**src/rtl/rtc_cal_pkg.sv**
```systemverilog
package rtc_cal_pkg;
  localparam int NUM_FIELDS = 7;
  localparam int BYTE_W     = 8;

  typedef logic [BYTE_W-1:0] bcd_t;

  localparam int F_SEC  = 0;
  localparam int F_MIN  = 1;
  localparam int F_HOUR = 2;
  localparam int F_DAY  = 3;
  localparam int F_MON  = 4;
  localparam int F_YEAR = 5;
  localparam int F_WDAY = 6;

  localparam int CTRL_RUN  = 0;
  localparam int CTRL_SNAP = 6;
  localparam int CTRL_SEL  = 7;
  localparam int STAT_RUN  = 1;

  // day and month start at 1, others at 0
  function automatic bcd_t field_base(int idx);
    return (idx == F_DAY || idx == F_MON) ? bcd_t'(8'h01) : bcd_t'(8'h00);
  endfunction

  function automatic bcd_t bcd_inc(bcd_t v);
    bcd_t r;
    if (v[3:0] >= 4'd9) r = {v[7:4] + 4'd1, 4'd0};
    else                r = {v[7:4], v[3:0] + 4'd1};
    return r;
  endfunction
endpackage

```
**src/rtl/rtc_field_ctr.sv**
```systemverilog
module rtc_field_ctr
  import rtc_cal_pkg::*;
#(
  parameter bcd_t MIN_VAL = 8'h00,
  parameter bcd_t RST_VAL = 8'h00
) (
  input  logic clk_i,
  input  logic rst_ni,
  input  logic ld_i,
  input  bcd_t ld_val_i,
  input  logic inc_i,
  input  bcd_t max_i,
  output bcd_t val_o,
  output logic at_max_o
);
  bcd_t val_q;

  // >= keeps an out-of-range loaded value from running away
  assign at_max_o = (val_q >= max_i);
  assign val_o    = val_q;

  always_ff @(posedge clk_i or negedge rst_ni) begin
    if (!rst_ni)       val_q <= RST_VAL;
    else if (ld_i)     val_q <= ld_val_i;
    else if (inc_i)    val_q <= at_max_o ? MIN_VAL : bcd_inc(val_q);
  end

  p_wrap_min_r4: assert property (@(posedge clk_i) disable iff (!rst_ni)
    (inc_i && !ld_i && at_max_o) |=> (val_q == MIN_VAL));

  p_hold_idle_r3: assert property (@(posedge clk_i) disable iff (!rst_ni)
    (!inc_i && !ld_i) |=> $stable(val_q));
endmodule

```
**src/rtl/rtc_month_len.sv**
```systemverilog
module rtc_month_len
  import rtc_cal_pkg::*;
(
  input  bcd_t month_i,
  input  bcd_t year_i,
  output bcd_t last_day_o
);
  logic [BYTE_W-1:0] year_bin;
  logic              leap;

  assign year_bin = (BYTE_W'(year_i[7:4]) * BYTE_W'(10)) + BYTE_W'(year_i[3:0]);
  assign leap     = ((year_bin % BYTE_W'(4)) == '0);

  always_comb begin
    case (month_i)
      8'h02:                      last_day_o = leap ? 8'h29 : 8'h28;
      8'h04, 8'h06, 8'h09, 8'h11: last_day_o = 8'h30;
      default:                    last_day_o = 8'h31;
    endcase
  end
endmodule

```
**src/rtl/rtc_shadow.sv**
```systemverilog
module rtc_shadow
  import rtc_cal_pkg::*;
#(
  parameter int NUM = NUM_FIELDS
) (
  input  logic               clk_i,
  input  logic               rst_ni,
  input  logic               snap_i,
  input  bcd_t [NUM-1:0]     live_i,
  output bcd_t [NUM-1:0]     shadow_o
);
  bcd_t [NUM-1:0] shadow_q;

  always_ff @(posedge clk_i or negedge rst_ni) begin
    if (!rst_ni) begin
      for (int k = 0; k < NUM; k++) shadow_q[k] <= field_base(k);
    end else if (snap_i) begin
      shadow_q <= live_i;
    end
  end

  assign shadow_o = shadow_q;

  p_snap_copy_r8: assert property (@(posedge clk_i) disable iff (!rst_ni)
    snap_i |=> (shadow_q == $past(live_i)));

  p_snap_hold_r8: assert property (@(posedge clk_i) disable iff (!rst_ni)
    !snap_i |=> $stable(shadow_q));
endmodule

```
**src/rtl/rtc_bcd_calendar.sv**
```systemverilog
module rtc_bcd_calendar
  import rtc_cal_pkg::*;
#(
  parameter int ADDR_W    = 5,
  parameter int CTRL_ADDR = 8,
  parameter int STAT_ADDR = 9
) (
  input  logic              clk_i,
  input  logic              rst_ni,
  input  logic              tick_i,
  input  logic [ADDR_W-1:0] addr_i,
  input  logic [7:0]        wdata_i,
  input  logic              we_i,
  output logic [7:0]        rdata_o,
  output logic              tick_sec_o,
  output logic              tick_min_o,
  output logic              tick_hour_o,
  output logic              tick_day_o
);
  localparam int FIDX_W = $clog2(NUM_FIELDS);
  localparam logic [ADDR_W-1:0] CTRL_A = ADDR_W'(CTRL_ADDR);
  localparam logic [ADDR_W-1:0] STAT_A = ADDR_W'(STAT_ADDR);
  localparam logic [ADDR_W-1:0] NF_A   = ADDR_W'(NUM_FIELDS);

  logic run_q, sel_q;
  logic ctrl_wr, snap;
  logic step;
  bcd_t last_day;

  bcd_t [NUM_FIELDS-1:0] live, shadow, maxv;
  logic [NUM_FIELDS-1:0] ld, inc, at_max;

  logic tk_sec_q, tk_min_q, tk_hour_q, tk_day_q;

  assign ctrl_wr = we_i && (addr_i == CTRL_A);
  assign snap    = ctrl_wr && wdata_i[CTRL_SNAP];
  assign step    = tick_i && run_q;

  always_ff @(posedge clk_i or negedge rst_ni) begin
    if (!rst_ni) begin
      run_q <= 1'b0;
      sel_q <= 1'b0;
    end else if (ctrl_wr) begin
      run_q <= wdata_i[CTRL_RUN];
      sel_q <= wdata_i[CTRL_SEL];
    end
  end

  rtc_month_len u_mlen (
    .month_i   (live[F_MON]),
    .year_i    (live[F_YEAR]),
    .last_day_o(last_day)
  );

  always_comb begin
    maxv[F_SEC]  = 8'h59;
    maxv[F_MIN]  = 8'h59;
    maxv[F_HOUR] = 8'h23;
    maxv[F_DAY]  = last_day;
    maxv[F_MON]  = 8'h12;
    maxv[F_YEAR] = 8'h99;
    maxv[F_WDAY] = 8'h06;
  end

  // carry chain as explicit prefix ANDs, weekday rides the midnight carry
  always_comb begin
    logic c;
    c = step;
    inc[F_SEC]  = c;
    c = c && at_max[F_SEC];
    inc[F_MIN]  = c;
    c = c && at_max[F_MIN];
    inc[F_HOUR] = c;
    c = c && at_max[F_HOUR];
    inc[F_DAY]  = c;
    inc[F_WDAY] = c;
    c = c && at_max[F_DAY];
    inc[F_MON]  = c;
    c = c && at_max[F_MON];
    inc[F_YEAR] = c;
  end

  for (genvar g = 0; g < NUM_FIELDS; g++) begin : g_field
    assign ld[g] = we_i && !run_q && (addr_i == ADDR_W'(g));
    rtc_field_ctr #(
      .MIN_VAL(field_base(g)),
      .RST_VAL(field_base(g))
    ) u_ctr (
      .clk_i   (clk_i),
      .rst_ni  (rst_ni),
      .ld_i    (ld[g]),
      .ld_val_i(wdata_i),
      .inc_i   (inc[g]),
      .max_i   (maxv[g]),
      .val_o   (live[g]),
      .at_max_o(at_max[g])
    );
  end

  rtc_shadow #(.NUM(NUM_FIELDS)) u_shadow (
    .clk_i   (clk_i),
    .rst_ni  (rst_ni),
    .snap_i  (snap),
    .live_i  (live),
    .shadow_o(shadow)
  );

  always_ff @(posedge clk_i or negedge rst_ni) begin
    if (!rst_ni) begin
      tk_sec_q  <= 1'b0;
      tk_min_q  <= 1'b0;
      tk_hour_q <= 1'b0;
      tk_day_q  <= 1'b0;
    end else begin
      tk_sec_q  <= inc[F_SEC];
      tk_min_q  <= inc[F_MIN];
      tk_hour_q <= inc[F_HOUR];
      tk_day_q  <= inc[F_DAY];
    end
  end

  assign tick_sec_o  = tk_sec_q;
  assign tick_min_o  = tk_min_q;
  assign tick_hour_o = tk_hour_q;
  assign tick_day_o  = tk_day_q;

  always_comb begin
    rdata_o = 8'h00;
    if (addr_i < NF_A) begin
      rdata_o = sel_q ? shadow[addr_i[FIDX_W-1:0]] : live[addr_i[FIDX_W-1:0]];
    end else if (addr_i == CTRL_A) begin
      rdata_o = 8'h00;
      rdata_o[CTRL_RUN] = run_q;
      rdata_o[CTRL_SEL] = sel_q;
    end else if (addr_i == STAT_A) begin
      rdata_o = 8'h00;
      rdata_o[STAT_RUN] = run_q;
    end
  end

  p_frozen_r3: assert property (@(posedge clk_i) disable iff (!rst_ni)
    (!run_q && !we_i) |=> $stable(live));

  p_run_no_load_r7: assert property (@(posedge clk_i) disable iff (!rst_ni)
    (run_q && !tick_i) |=> $stable(live));

  p_nest_day_r11: assert property (@(posedge clk_i) disable iff (!rst_ni)
    tick_day_o |-> (tick_hour_o && tick_min_o && tick_sec_o));

  p_nest_hour_r11: assert property (@(posedge clk_i) disable iff (!rst_ni)
    tick_hour_o |-> (tick_min_o && tick_sec_o));

  p_min_single_r11: assert property (@(posedge clk_i) disable iff (!rst_ni)
    tick_min_o |=> !tick_min_o);

  p_wday_range_r6: assert property (@(posedge clk_i) disable iff (!rst_ni)
    (live[F_WDAY] <= 8'h06) |=> (live[F_WDAY] <= 8'h06));
endmodule

```
**config.mk**
```make
export PLATFORM = sky130hd
export DESIGN_NAME = rtc_bcd_calendar
export DESIGN_NICKNAME = d
export VERILOG_FILES = /design/src/rtl/rtc_cal_pkg.sv /design/src/rtl/rtc_field_ctr.sv /design/src/rtl/rtc_month_len.sv /design/src/rtl/rtc_shadow.sv /design/src/rtl/rtc_bcd_calendar.sv
export SDC_FILE = /design/constraint.sdc
export NUM_CORES = 1
export LEC_CHECK = 0
export BUFFER_PORTS_ARGS = -buffer_cell sky130_fd_sc_hd__buf_4
export CORE_MARGIN = 3
export CORE_UTILIZATION = 45
export CTS_BUF_LIST = sky130_fd_sc_hd__clkbuf_8
export DETAILED_ROUTE_END_ITERATION = 8
export MAX_ROUTING_LAYER = met4
export RECOVER_POWER = 100
export SLEW_MARGIN = 10
export SYNTH_ARGS = -nofsm -noshare
export SYNTH_HDL_FRONTEND = slang
export SYNTH_SLANG_ARGS = --single-unit
```
**constraint.sdc**
```tcl
create_clock -name clk_i -period 4.3 [get_ports clk_i]
set_input_delay 0.645 -clock clk_i [delete_from_list [all_inputs] [get_ports clk_i]]
set_output_delay 0.645 -clock clk_i [all_outputs]
set_load 0.03 [all_outputs]
```
# After elaboration in Yosys (flattened, before gate mapping)
# Index checks and enable logic that the tools add are counted.
# W data, S select, Z words.
word_totals:
  out_inout_bits: 12
  input_bits: 17
  regBits: 118
  wordCells: 151
classes:
  n_eq_ne: 13
  multipliers: 1
  magnitude_cmp: 16
  reduce_logical: 41
  mux: 38
  add_sub_neg: 15
ops:
  columns: ["operator", "count"]
  rows:
  - ["$mux W8", 33]
  - ["$add A4 B1 Y4 const B", 14]
  - ["$bmux W8 S3", 2]
  - ["$ge A4 B4 Y1 const B", 7]
  - ["$reduce_bool A3 Y1", 7]
  - ["$eq A8 B3 Y1 const B", 2]
  - ["$ge A8 B7 Y1 const B", 2]
  - ["$logic_and A1 B1 Y1", 16]
  - ["$pmux W8 S2", 1]
  - ["$eq A5 B3 Y1 const B", 3]
  - ["$reduce_and A2 Y1", 7]
  - ["$reduce_bool A2 Y1", 7]
  - ["$eq A5 B2 Y1 const B", 2]
  - ["$eq A5 B4 Y1 const B", 2]
  - ["$eq A8 B2 Y1 const B", 1]
  - ["$eq A8 B4 Y1 const B", 1]
  - ["$eq A8 B5 Y1 const B", 1]
  - ["$ge A8 B3 Y1 const B", 1]
  - ["$ge A8 B5 Y1 const B", 1]
  - ["$ge A8 B6 Y1 const B", 1]
  - ["$ge A8 B8 Y1", 1]
  - ["$ge A8 B8 Y1 const B", 1]
  - ["$logic_not A8 Y1", 1]
  - ["$eq A5 B1 Y1 const B", 1]
  - ["other kinds (9)", 9]

# Logic depth before layout (Yosys ltp)
# Gate-level depths: netlist of run 1.
logic_depth:
  ltp_word: 10
  ltp_mapped: 14
  depth_no_buf: 13

# By module
# A second synthesis of run 1 with hierarchy kept.
unflattened:
  cells_unflattened: 921
  area_unflattened_um2: 9384.0
by_module_without_submodules:
  columns: ["mod", "area_per_inst_um2", "cells_per_inst", "instances"]
  rows:
  - ["rtc_field_ctr at g_field[1].u_ctr ...", 815.8, 90, 3]
  - ["rtc_shadow", 2245.9, 118, 1]
  - ["rtc_field_ctr at g_field[3].u_ctr ...", 777.0, 92, 2]
  - ["rtc_bcd_calendar", 1353.8, 144, 1]
  - ["rtc_field_ctr at g_field[0].u_ctr", 813.3, 94, 1]
  - ["rtc_field_ctr at g_field[2].u_ctr", 809.5, 89, 1]
  - ["rtc_month_len", 160.2, 22, 1]

# Least setup slack after synthesis of run 1
# Ideal clock, no wire load.
synth_timing:
  kind: "reg-to-reg"
  start: "reg g_field[4].u_ctr.val_q[0]"
  end: "reg g_field[5].u_ctr.val_q[7]"
  n_path_buf: 0
  path_stages_with_launch: 13
  path_slack_ns: 1.136
  arrival_ns: 3.033
  synth_period_minus_slack_ns: 3.164
  setup_ns: 0.131
  t_required_ns: 4.169
  cell_sequence: "dfstp_2 inv_1 ha_1 o211ai_1 o21ai_0 nand3_1 o21a_1 ha_1 or4b_1 and4_1 o211ai_1 nor4b_1 or3_1"
synth_between:
  elab_chain_cells: 8
  elab_cells_between_ends: 13
  classes_between: "order compare: 2; eq/ne: 5; mux: 1; reduce/logical: 5"
synth_rtl:
  columns: ["item", "line_no", "text"]
  rows:
  - ["start: declaration", "rtc_field_ctr.sv:16", "bcd_t val_q;"]
  - ["start signal: assignment", "rtc_field_ctr.sv:24", "else if (ld_i) val_q <= ld_val_i;"]
  - ["start signal: assignment", "rtc_field_ctr.sv:25", "else if (inc_i) val_q <= at_max_o ? MIN_VAL : bcd_inc(val_q);"]
  - ["$eq A8 B3 Y1 (tied with other cells)", "rtc_month_len.sv:15", "case (month_i)"]
  - ["$reduce_or A4 Y1", "rtc_month_len.sv:15", null]
  - ["$pmux W8 S2", "rtc_month_len.sv:15", null]
  - ["$ge A8 B8 Y1", "rtc_field_ctr.sv:19", "assign at_max_o = (val_q >= max_i);"]
  - ["$logic_and A1 B1 Y1", "rtc_bcd_calendar.sv:77", "c = c && at_max[F_DAY];"]
  - ["$logic_and A1 B1 Y1 *", "rtc_bcd_calendar.sv:79", "c = c && at_max[F_MON];"]
  - ["$reduce_bool A2 Y1 (no line) *", null, null]
  - ["$reduce_and A2 Y1 (no line) *", null, null]
  - ["end signal: assignment", "rtc_field_ctr.sv:24", null]
  - ["end signal: assignment", "rtc_field_ctr.sv:25", null]
  - ["end: declaration", "rtc_field_ctr.sv:16", null]
# Every way passes the cells marked *; elsewhere a longest branch is shown, timed or not.
# A chain may end at the register's enable or synchronous reset.

# Worst setup path in the final report of run 1
layout_timing:
  start: "reg g_field[4].u_ctr.val_q[5]"
  end: "reg g_field[4].u_ctr.val_q[4]"
layout_between:
  elab_chain_cells: 7
  elab_cells_between_ends: 16
  classes_between: "order compare: 2; eq/ne: 5; mux: 4; reduce/logical: 5"
layout_rtl:
  columns: ["item", "line_no"]
  rows:
  - ["$eq A8 B3 Y1 (tied with other cells)", "rtc_month_len.sv:15"]
  - ["$reduce_or A4 Y1", "rtc_month_len.sv:15"]
  - ["$pmux W8 S2", "rtc_month_len.sv:15"]
  - ["$ge A8 B8 Y1", "rtc_field_ctr.sv:19"]
  - ["$logic_and A1 B1 Y1", "rtc_bcd_calendar.sv:77"]
  - ["$reduce_bool A2 Y1 (no line)", null]
  - ["$reduce_and A2 Y1 (no line)", null]
# Several ways; a longest one is shown, not always the timed one. The select of a mux whose other input is x is not followed.

==> results of run 1 <==
area by class of cell:
class,instances,area (um2)
clock buffers,19,262
clock inverters,13,188
fillers,1424,7500
inverters,37,139
multi-input cells,521,3940
flip-flops and latches,118,2960
well taps,211,264
repair buffers,40,230
path summary, 6_finish.rpt:
kind                                           start                         to  slack [ns]  cells past startpoint
setup reg to reg           g_field[4].u_ctr.val_o[5]  g_field[4].u_ctr.val_o[4]        0.68                     14
setup / recovery           g_field[4].u_ctr.val_o[5]  g_field[4].u_ctr.val_o[4]        0.68                     14
hold / removal                 u_shadow.shadow_o[13]      u_shadow.shadow_o[13]        0.48                      2
max in group asynchronous                     rst_ni  g_field[4].u_ctr.val_o[1]        1.27                      2
min in group asynchronous                     rst_ni  g_field[1].u_ctr.val_o[7]        1.23                      2
hold reg to reg                u_shadow.shadow_o[13]      u_shadow.shadow_o[13]        0.48                      2
cells by family (layout without fill, tap and decap cells):
family	Yosys count	count (layout)	share of synthesized area [%]
compound gates	176	176	16.6
xor+xnor	1	1	0.120
fa+ha+maj	41	41	7.05
buf+inv	85	109	4.75
flops	118	118	40.7
mux	77	77	14.8
simple gates	226	226	16.0
tightest hold or removal path, cell delays in order (launching register included):
cell and delay, ns:
dfrtp_1 0.34, nand2_1 0.05, o21ai_0 0.06
sequential cells by signal (all words and copies together), names as in the netlist:
register,count
run_q,1
g_field.u_ctr.val_o,56
tick_min_o,1
tick_sec_o,1
tick_day_o,1
u_shadow.shadow_o,56
tick_hour_o,1
sel_q,1
report_power, final:
| part | leakage [nW] | internal (mW) | switching (mW) |
|---|---|---|---|
| sequential | 1.51 | 1.37 | 0.372 |
| clock | 0.240 | 0.710 | 0.454 |
| combinational | 1.80 | 0.574 | 0.757 |
| total | 3.56 | 2.65 | 1.58 |
stage by stage:
step	std cells	hold WS (ns)	area [um2]
after floorplan	724	0.349	7270
after global placement	927	0.465	7650
after detailed placement	927	0.472	7650
final	959	0.485	7980
after CTS	959	0.321	8100
after global routing	959	0.506	7980
placed cells by master (no fill, tap or decap), drive strengths merged, types with 8 or more instances in the layout:
| cell type | count |
|---|---|
| a21oi | 14 |
| a221o | 15 |
| and3 | 8 |
| buf | 20 |
| clkbuf | 39 |
| dfrtp | 114 |
| ha | 41 |
| inv | 41 |
| mux2 | 37 |
| mux2i | 19 |
| mux4 | 21 |
| nand2 | 89 |
| nand3 | 21 |
| nand4 | 12 |
| nor2 | 28 |
| nor2b | 11 |
| nor3 | 15 |
| o211ai | 10 |
| o21ai | 67 |
| o31ai | 8 |
synth_stat cells, types with 4 or more instances:
master	instances	area, um2
a22oi_1	5	37.5
nand4_1	11	68.8
and3_1	8	50.1
clkbuf_1	25	93.8
nand2b_1	7	43.8
o21ai_0	67	335
nor4b_1	6	52.6
nor3_1	14	70.1
nor2b_1	11	68.8
nor4_1	4	25.0
a221o_1	15	150
dfrtp_1	114	2850
nand2_1	89	334
buf_1	4	15.0
inv_1	36	135
nor2_1	28	105
o211ai_1	10	75.1
o31ai_1	8	60.1
o311ai_0	4	35.0
o21a_1	4	30.0
a211oi_1	7	52.6
a31oi_1	5	31.3
mux4_2	21	473
mux2i_1	19	190
nand3_1	21	105
ha_1	41	513
dfstp_2	4	105
buf_2	18	90.1
a21oi_1	13	65.1
mux2_2	37	417
or3_1	4	25.0
nor3b_1	4	30.0
layer usage:
layer  global-route usage, %  share of wire (%)  wire length [um]  vias up
li1                        -                  -                 -     2702
met1                    35.0                 47              9750     2941
met4                    8.74                2.9               597        0
met2                    36.6                 45              9480      198
met3                    4.23                4.9              1010       40
met5                       -                  0                 0        -
==> impl_results.md, run 1 <==
- Pwr Total: between 4 and 5 mW
- Main flop type after synthesis: dfrtp_1
- Critical path endpoint category: flip-flop
- Least-Margin Pin Slew: 3.01 ns
- Synthesized area: around 7300 um2
- Leakage: around 3.6 nW
- Num CTS Buffers: 17
- Mapped Nets: roughly 780
- Synth warnings: 0
- Post-CTS Setup Inserts: 0
- Clock Latency Late Sink: between 0.4 and 0.5 ns
- Final TNS setup: 0 ns
- HPWL Detailed: 14.3 mm
- WL/cell: ~22 um
- Congestion Overflow GR: 0
- Initial Utilization: between 40% and 50%
- Max cap viols: 2
- Die Y: about 130 um
- FP Rows: 45
- Post-layout util: 51.6%
- Initial antenna violation count: 0
- Clock sinks: 118
- CP max stage delay: 0.51 ns
- CTS max path bufs: 2
- Setup repair after global routing missed its margin: no
- Status: finished with violations
- Worst slew margin relative to its limit: -100%
- PnR worst setup slack: 0.683 ns
- Routed WL: between 20 and 25 mm
- Post-synth ARST share: 100%
- Tot GR Track Use: between 20 and 25%
- Yosys reg bits: approximately 120
- Final Critical Period: about 3.6 ns
- Final Max Tran Viols: just over 200
- Via Count: approximately 5900
- IO Pins: 29
- Routability Congestion: roughly 0.90
- WS Path Type: flip-flop to flip-flop
- DP Worst Slack: roughly 0.83 ns
- Htree depth: 4
- Initial DRC count: 530
- Total core area: roughly 15000 um2
- Final Skew: approximately 0.0086 ns
- CP arrival: 3.94 ns
- Die width: around 130 um
- Number of synthesized flops with an enable pin: 0
- Pre-antenna DRT Iters: 5
- Post-route ant nets: 0
- Die Footprint: around 18000 um2
- Startpoint types: flip-flop
- Final hold vios: 0
- Hold buffers post-CTS: 0
- Critical Path Slowest Stage Cell: or4b_1
- Req. time, crit path: 4.63 ns
- I/O Buffers: 28
- Vias in the first global route: roughly 5800
- Clock root cell: clkbuf_8
- Post-Syn Instances: between 700 and 800
- Antenna Cells: 0
- # DRC: 0
- Critical path buffer and inverter count: 2
- Failing checks: max-capacitance violations, max-slew violations
- Family with the most delay on the worst path: simple AND/OR/NAND/NOR gates
- Maximum clock rate: approximately 280 MHz
- Setup violations, final: 0
- Largest fanout on the critical path: 11
- Total power divided by cell area: approximately 530 nW/um2
- CTS tree: yes
- Worst VDD drop: between 0.2 and 0.25 mV
- CTS clk-pin slew, worst paths: ~0.070 ns
- Final Cycle Share: 84.1%
- Maximum number of pins on one net before global-route repair: approximately 120
- Cells along the critical path: inv_1 -> ha_1 -> mux2_2 -> nand2_1 -> o21ai_0 -> nand3_1 -> o21a_1 -> ha_1 -> or4b_1 -> and4_1 -> nor2_1 -> clkbuf_1 -> nor3_1 -> o311ai_0
- Critical Path Most Common Cell: ha_1
- Post-synthesis sequential area ratio: between 40% and 50%
- Vias per cell: between 6 and 7
- First-pass GRT wire length: between 30 and 40 mm
- Synth Area per Inst: 10.0 um2
- Post-CTS Resized: 0
- Yosys cell types: between 60 and 70
- Area delta synth->final: 9.79%
- Fraction of layout cells with a size suffix above 1: between 15 and 20%
- Hold Crit Class: flip-flop to flip-flop
- Nets: 793
Power figures use the tool's default switching activity.
==> run 2, diff against run 1 <==
ABC_AREA = 1   (was not set)
clock period = 3.65 ns   (was 4.3 ns; I/O delays follow)
==> impl_results.md, run 2 <==
- Status: finished with violations
- Final Max Tran Viols: a little over 50
- Congestion Overflow GR: 0
- Maximum number of pins on one net before global-route repair: 52
- Maximum clock rate: slightly above 300 MHz
- Synth top cells by count: 256 x nand2_1, 114 x dfrtp_1, 96 x inv_1
- CP startpoint: addr_i[1]
- Largest fanout on the critical path: 17
- Synth Area per Inst: just under 8 um2
- Fraction of layout cells with a size suffix above 1: between 7 and 8%
- Clock Latency Late Sink: 0.45 ns
- Post-synth ARST share: 100%
- Failing checks: max-capacitance violations, max-slew violations
- Main flop type after synthesis: dfrtp_1
- DP Worst Slack: a little under 0.7 ns
- Synth warnings: 0
- # DRC: 0
- Die Y: ~130 um
- I/O Buffers: 28
- Routability Congestion: just under 0.9
- Clock root cell: clkbuf_8
- Cells along the critical path: clkbuf_1 -> inv_1 -> nand2_1 -> inv_1 -> clkbuf_1 -> nand2_1 -> nand4_1 -> o211ai_1 -> nand2_1 -> nand2_1 -> o21ai_0 -> clkbuf_1
- Vias in the first global route: 6046
- CTS tree: yes
- Post-route ant nets: 0
- Crit Reg-Reg Startpoint: g_field[4].u_ctr.val_o[0]
- Count leader, synth: nand2_1
- Hold buffers post-CTS: 0
- Routed WL: 21.5 mm
- Post-CTS Resized: 0
- Mapped Nets: between 900 and 1000
- FP Rows: 45
- Worst slew margin relative to its limit: -94.9%
- CTS clk-pin slew, worst paths: about 0.070 ns
- Hold Crit Class: input pin to flip-flop
- HPWL Detailed: between 15 and 20 mm
- Req. time, crit path: 3.10 ns
- Least-Margin Pin Slew: 2.92 ns
- Finished Cell Area: 7880 um2
- Final Cycle Share: 88.1%
- Setup violations, final: 0
- Via Count: roughly 6400
- FILL cells: 1579
- Post-CTS Setup Inserts: 0
- Setup repair after global routing missed its margin: no
- PnR worst setup slack: roughly 0.43 ns
- Final Skew: between 0.01 and 0.015 ns
- Number of synthesized flops with an enable pin: 0
- IO Pins: 29
- Tot GR Track Use: 26.1%
- Top cells by area, synth: dfrtp_1 40%, nand2_1 13%, ha_1 7.1%
- Leakage: around 3.8 nW
- Antenna Cells: 0
- Initial Utilization: ~47%
- Num CTS Buffers: 17
- Vias per cell: 5.46
- CP max stage delay: 0.49 ns
- Nets: ~1000
- Die width: between 100 and 150 um
- Cell taking the most area after synthesis: dfrtp_1
- Critical Path Most Common Cell: nand2_1
- Total power divided by cell area: a little under 600 nW/um2
- WL/cell: approximately 18 um
- Post-synthesis sequential area ratio: roughly two fifths
- Hold_sp: wdata_i[7]
- Initial antenna violation count: 0
- Synth top area share: 39.5%
- CP arrival: ~2.7 ns
- Max cap viols: 1
- Area delta synth->final: 9.24%
- Final TNS setup: 0 ns
- Yosys cell types: 43
- Pwr Total: between 4 and 5 mW
- Htree depth: 4
- Die Footprint: around 18000 um2
- Clock sinks: about 120
- Initial DRC count: around 660
- Dpl cell area: approximately 7600 um2
- Most common cell after layout, fill and taps aside: nand2_1
- Startpoint types: input pin
- Reg2reg setup slack: roughly 0.52 ns
- Yosys reg bits: around 120
- Commonest non-fill, non-tap cells in the layout: 262 x nand2_1, 114 x dfrtp_1, 106 x inv_1
- Critical Path Slowest Stage Cell: inv_1
- WS Path Type: input pin to output pin
- Final Critical Period: roughly 3.2 ns
- Post-Syn Instances: between 900 and 1000
- Pre-antenna DRT Iters: 7
- Worst VDD drop: 0.305 mV
- CTS max path bufs: 2
- First-pass GRT wire length: 34.5 mm
- Total core area: 15400 um2
- Synthesized area: a little over 7000 um2
- Final hold vios: 0
- Critical path endpoint category: output pin
## run 2: layout make-up
class	instances	area, um2	share of cell area, %
inverter	105	394	5.00
multi-input combinational	667	3640	46.1
tap	211	264	3.35
clock buffer	20	275	3.49
timing repair buffer	39	255	3.24
sequential	118	2960	37.5
clock inverter	12	101	1.29
## run 2: path summary, 6_finish.rpt
kind / cells after the start / endpoint
worst max-delay path: 12 / rdata_o[0]
worst min-delay path: 3 / g_field[6].u_ctr.val_o[7]
worst max register to register: 17 / g_field[4].u_ctr.val_o[7]
worst min register to register: 2 / u_shadow.shadow_o[46]
max in group asynchronous: 2 / g_field[0].u_ctr.val_o[4]
min in group asynchronous: 1 / tick_hour_o
## run 2: worst max-delay path: cells and delay by family
kind,cells,cell delay (ns)
AO/OA/AOI/OAI,2,0.22
buffers and inverters,5,1.47
AND/OR/NAND/NOR,5,0.40
## run 2: per-layer routing
metal	GRT usage (%)	wire, um	share of wire, %
met4	8.03	512	2.4
met5	-	0	0
met2	36.5	9230	43
met3	6.81	1410	6.6
met1	37.2	10300	48
## run 2: kinds of logic (layout without fill, tap and decap cells)
logic type / after synthesis / in the layout / share of synthesized area, %
adders and majority gates: 41 / 41 / 7.11
and+or+nand+nor: 408 / 408 / 25.0
muxes: 6 / 6 / 1.25
buffers and inverters: 132 / 176 / 7.56
DFF: 118 / 118 / 41.0
AOI/OAI and AO/OA: 193 / 193 / 15.8
xor gates and xnor gates: 19 / 19 / 2.31
## run 2: where the power goes
part           internal [mW]  total [mW]  switching [mW]  leakage (nW)
Clock                  0.640        1.16           0.522         0.221
Combinational          0.536        1.51           0.976          2.05
Sequential              1.60        1.95           0.351          1.54
Total                   2.78        4.63            1.85          3.81
## run 2: metrics by stage
stage	utilization, %	hold WS (ns)	instances
after global placement	49.5	0.466	1140
final	51.1	0.329	1172
after global routing	51.1	0.348	1172
after detailed placement	49.5	0.473	1140
after CTS	51.9	0.150	1172
after floorplan	-	0.252	917
==> run 3, diff against run 2 <==
PLACE_DENSITY = 0.72   (was not set)
clock period = 3.7 ns   (was 3.65 ns; I/O delays follow)
==> impl_results.md, run 3 (synthesis gave the netlist of run 2 again) <==
- Fraction of layout cells with a size suffix above 1: between 8 and 9%
- Worst slew margin relative to its limit: -27.8%
- Via Count: 6592
- Tot GR Track Use: 24.9%
- Final hold vios: 0
- FP Rows: 45
- CTS tree: yes
- Hold Crit Class: input pin to flip-flop
- Sw Share: approximately 40%
- Largest fanout on the critical path: 14
- Congestion Overflow GR: 0
- HPWL Detailed: 15.0 mm
- Critical path endpoint category: output pin
- CTS max path bufs: 2
- Final Cycle Share: 88.2%
- # DRC: 0
- Pwr Total: 4.64 mW
- Vias in the first global route: approximately 6100
- Total power divided by cell area: between 500 and 600 nW/um2
- IO Pins: 29
- Most common cell after layout, fill and taps aside: nand2_1
- Die width: around 130 um
- Clock root cell: clkbuf_8
- Die Footprint: between 15000 and 20000 um2
- Setup violations, final: 0
- Hold buffers post-CTS: 0
- Initial Utilization: a little under half
- Failing checks: max-capacitance violations, max-slew violations
- Comb power frac: between 30% and 40%
- Total core area: 15400 um2
- Die Y: 133 um
- Setup repair after global routing missed its margin: no
- Num CTS Buffers: 17
- Initial antenna violation count: 0
- Reg power frac: between 40% and 50%
- Final Critical Period: 3.26 ns
- WL/cell: 17.8 um
- Post-route ant nets: 0
- Routability Congestion: 0.944
- Worst VDD drop: 0.236 mV
- Maximum clock rate: a little over 300 MHz
- Clock Latency Late Sink: around 0.45 ns
- Htree depth: 4
- Max cap viols: 1
- Final TNS setup: 0 ns
- Final Max Tran Viols: 75
- Nets: ~1000
- Area delta synth->final: 9.29%
- Switch Pwr: 1.86 mW
- Least-Margin Pin Slew: 1.92 ns
- Req. time, crit path: around 3.1 ns
- Routed WL: between 20 and 25 mm
- Antenna Cells: 0
- FILL cells: approximately 1500
- Startpoint types: input pin
- Commonest non-fill, non-tap cells in the layout: 262 x nand2_1, 114 x dfrtp_1, 100 x inv_1
- PnR worst setup slack: 0.436 ns
- Clock power share: between 20% and 30%
- CP arrival: about 2.7 ns
- Clock sinks: between 100 and 150
- CTS clk-pin slew, worst paths: approximately 0.070 ns
- WS Path Type: input pin to output pin
- Maximum number of pins on one net before global-route repair: 75
- Critical Path Most Common Cell: nand2_1
- Leakage: about 3.8 nW
- Vias per cell: about 5.6
- DP Worst Slack: just under 0.8 ns
- Cells along the critical path: clkbuf_1 -> nand2_1 -> inv_1 -> clkbuf_1 -> nand2_1 -> o2111ai_1 -> o21ai_0 -> nand2_1 -> nand3_1 -> nand2_1 -> buf_4
- Post-CTS Setup Inserts: 0
- Final Skew: 0.00856 ns
- P_int: roughly 2.8 mW
- First-pass GRT wire length: between 30 and 40 mm
- Critical Path Slowest Stage Cell: clkbuf_1
- Initial DRC count: 833
- CP max stage delay: ~0.62 ns
- Status: finished with violations
- Pre-antenna DRT Iters: 5
- Post-CTS Resized: 0
- I/O Buffers: 28
## run 3: cell types whose count changed in the layout (fill, tap and decap cells not counted), moves of 2 or more
cell / previous run / this run
inv_1: 106 / 100
clkbuf_8: 20 / 18
clkinvlp_4: 0 / 5
buf_4: 24 / 26
## run 3: stage by stage
step	area [um2]	util [%]	hold WS, ns	cells
2_1_floorplan	7220	-	0.259	917
3_3_place_gp	7620	49.4	0.468	1140
3_5_place_dp	7620	49.4	0.473	1140
4_1_cts	8030	52.1	0.284	1172
5_1_grt	7890	51.1	0.329	1172
6_report	7890	51.1	0.331	1172
## run 3: worst paths after layout
| path | start | end | slack, ns | cells after the start |
|---|---|---|---|---|
| max in group asynchronous | rst_ni | u_shadow.shadow_o[54] | 1.35 | 2 |
| hold / removal | wdata_i[7] | g_field[6].u_ctr.val_o[7] | 0.33 | 3 |
| hold reg to reg | u_shadow.shadow_o[44] | u_shadow.shadow_o[44] | 0.49 | 2 |
| setup / recovery | addr_i[0] | rdata_o[1] | 0.44 | 11 |
| setup reg to reg | g_field[4].u_ctr.val_o[0] | g_field[4].u_ctr.val_o[7] | 0.57 | 17 |
| min in group asynchronous | rst_ni | g_field[1].u_ctr.val_o[3] | 0.61 | 1 |
## run 3: area by class of cell
class                           instances  area [um2]  share of cell area, %
Timing Repair Buffer                   39         245                   3.11
Inverter                              105         394                   5.00
Multi-Input combinational cell        667        3620                   45.9
Clock inverter                         14         160                   2.03
Tap cell                              211         264                   3.35
Sequential cell                       118        2960                   37.5
Clock buffer                           18         248                   3.14
## run 3: worst max-delay path, delay by kind of cell
| family | cells | cell delay, ns |
|---|---|---|
| simple gates | 5 | 0.53 |
| buf+inv | 4 | 1.34 |
| compound gates | 2 | 0.29 |
## run 3: routing by layer
layer  up-vias  wire length, um  track usage [%]  part of all wire, %
li1       3135                -                -                    -
met1      3119             9520             35.4                   46
met2       303             9300             36.2                   45
met3        35             1560             3.80                  7.5
met4         0              487             8.83                  2.3
met5         -                0                -                    0
## run 3: power groups by stage
stage | clock network (mW) | logic [mW] | registers, mW
after floorplan | 0 | 1.10 | 1.83
final | 1.23 | 1.48 | 1.92
after detailed placement | 0 | 1.49 | 1.94
after global routing | 1.31 | 1.69 | 1.97
after CTS | 1.25 | 1.50 | 1.91
after global placement | 0 | 1.46 | 1.93
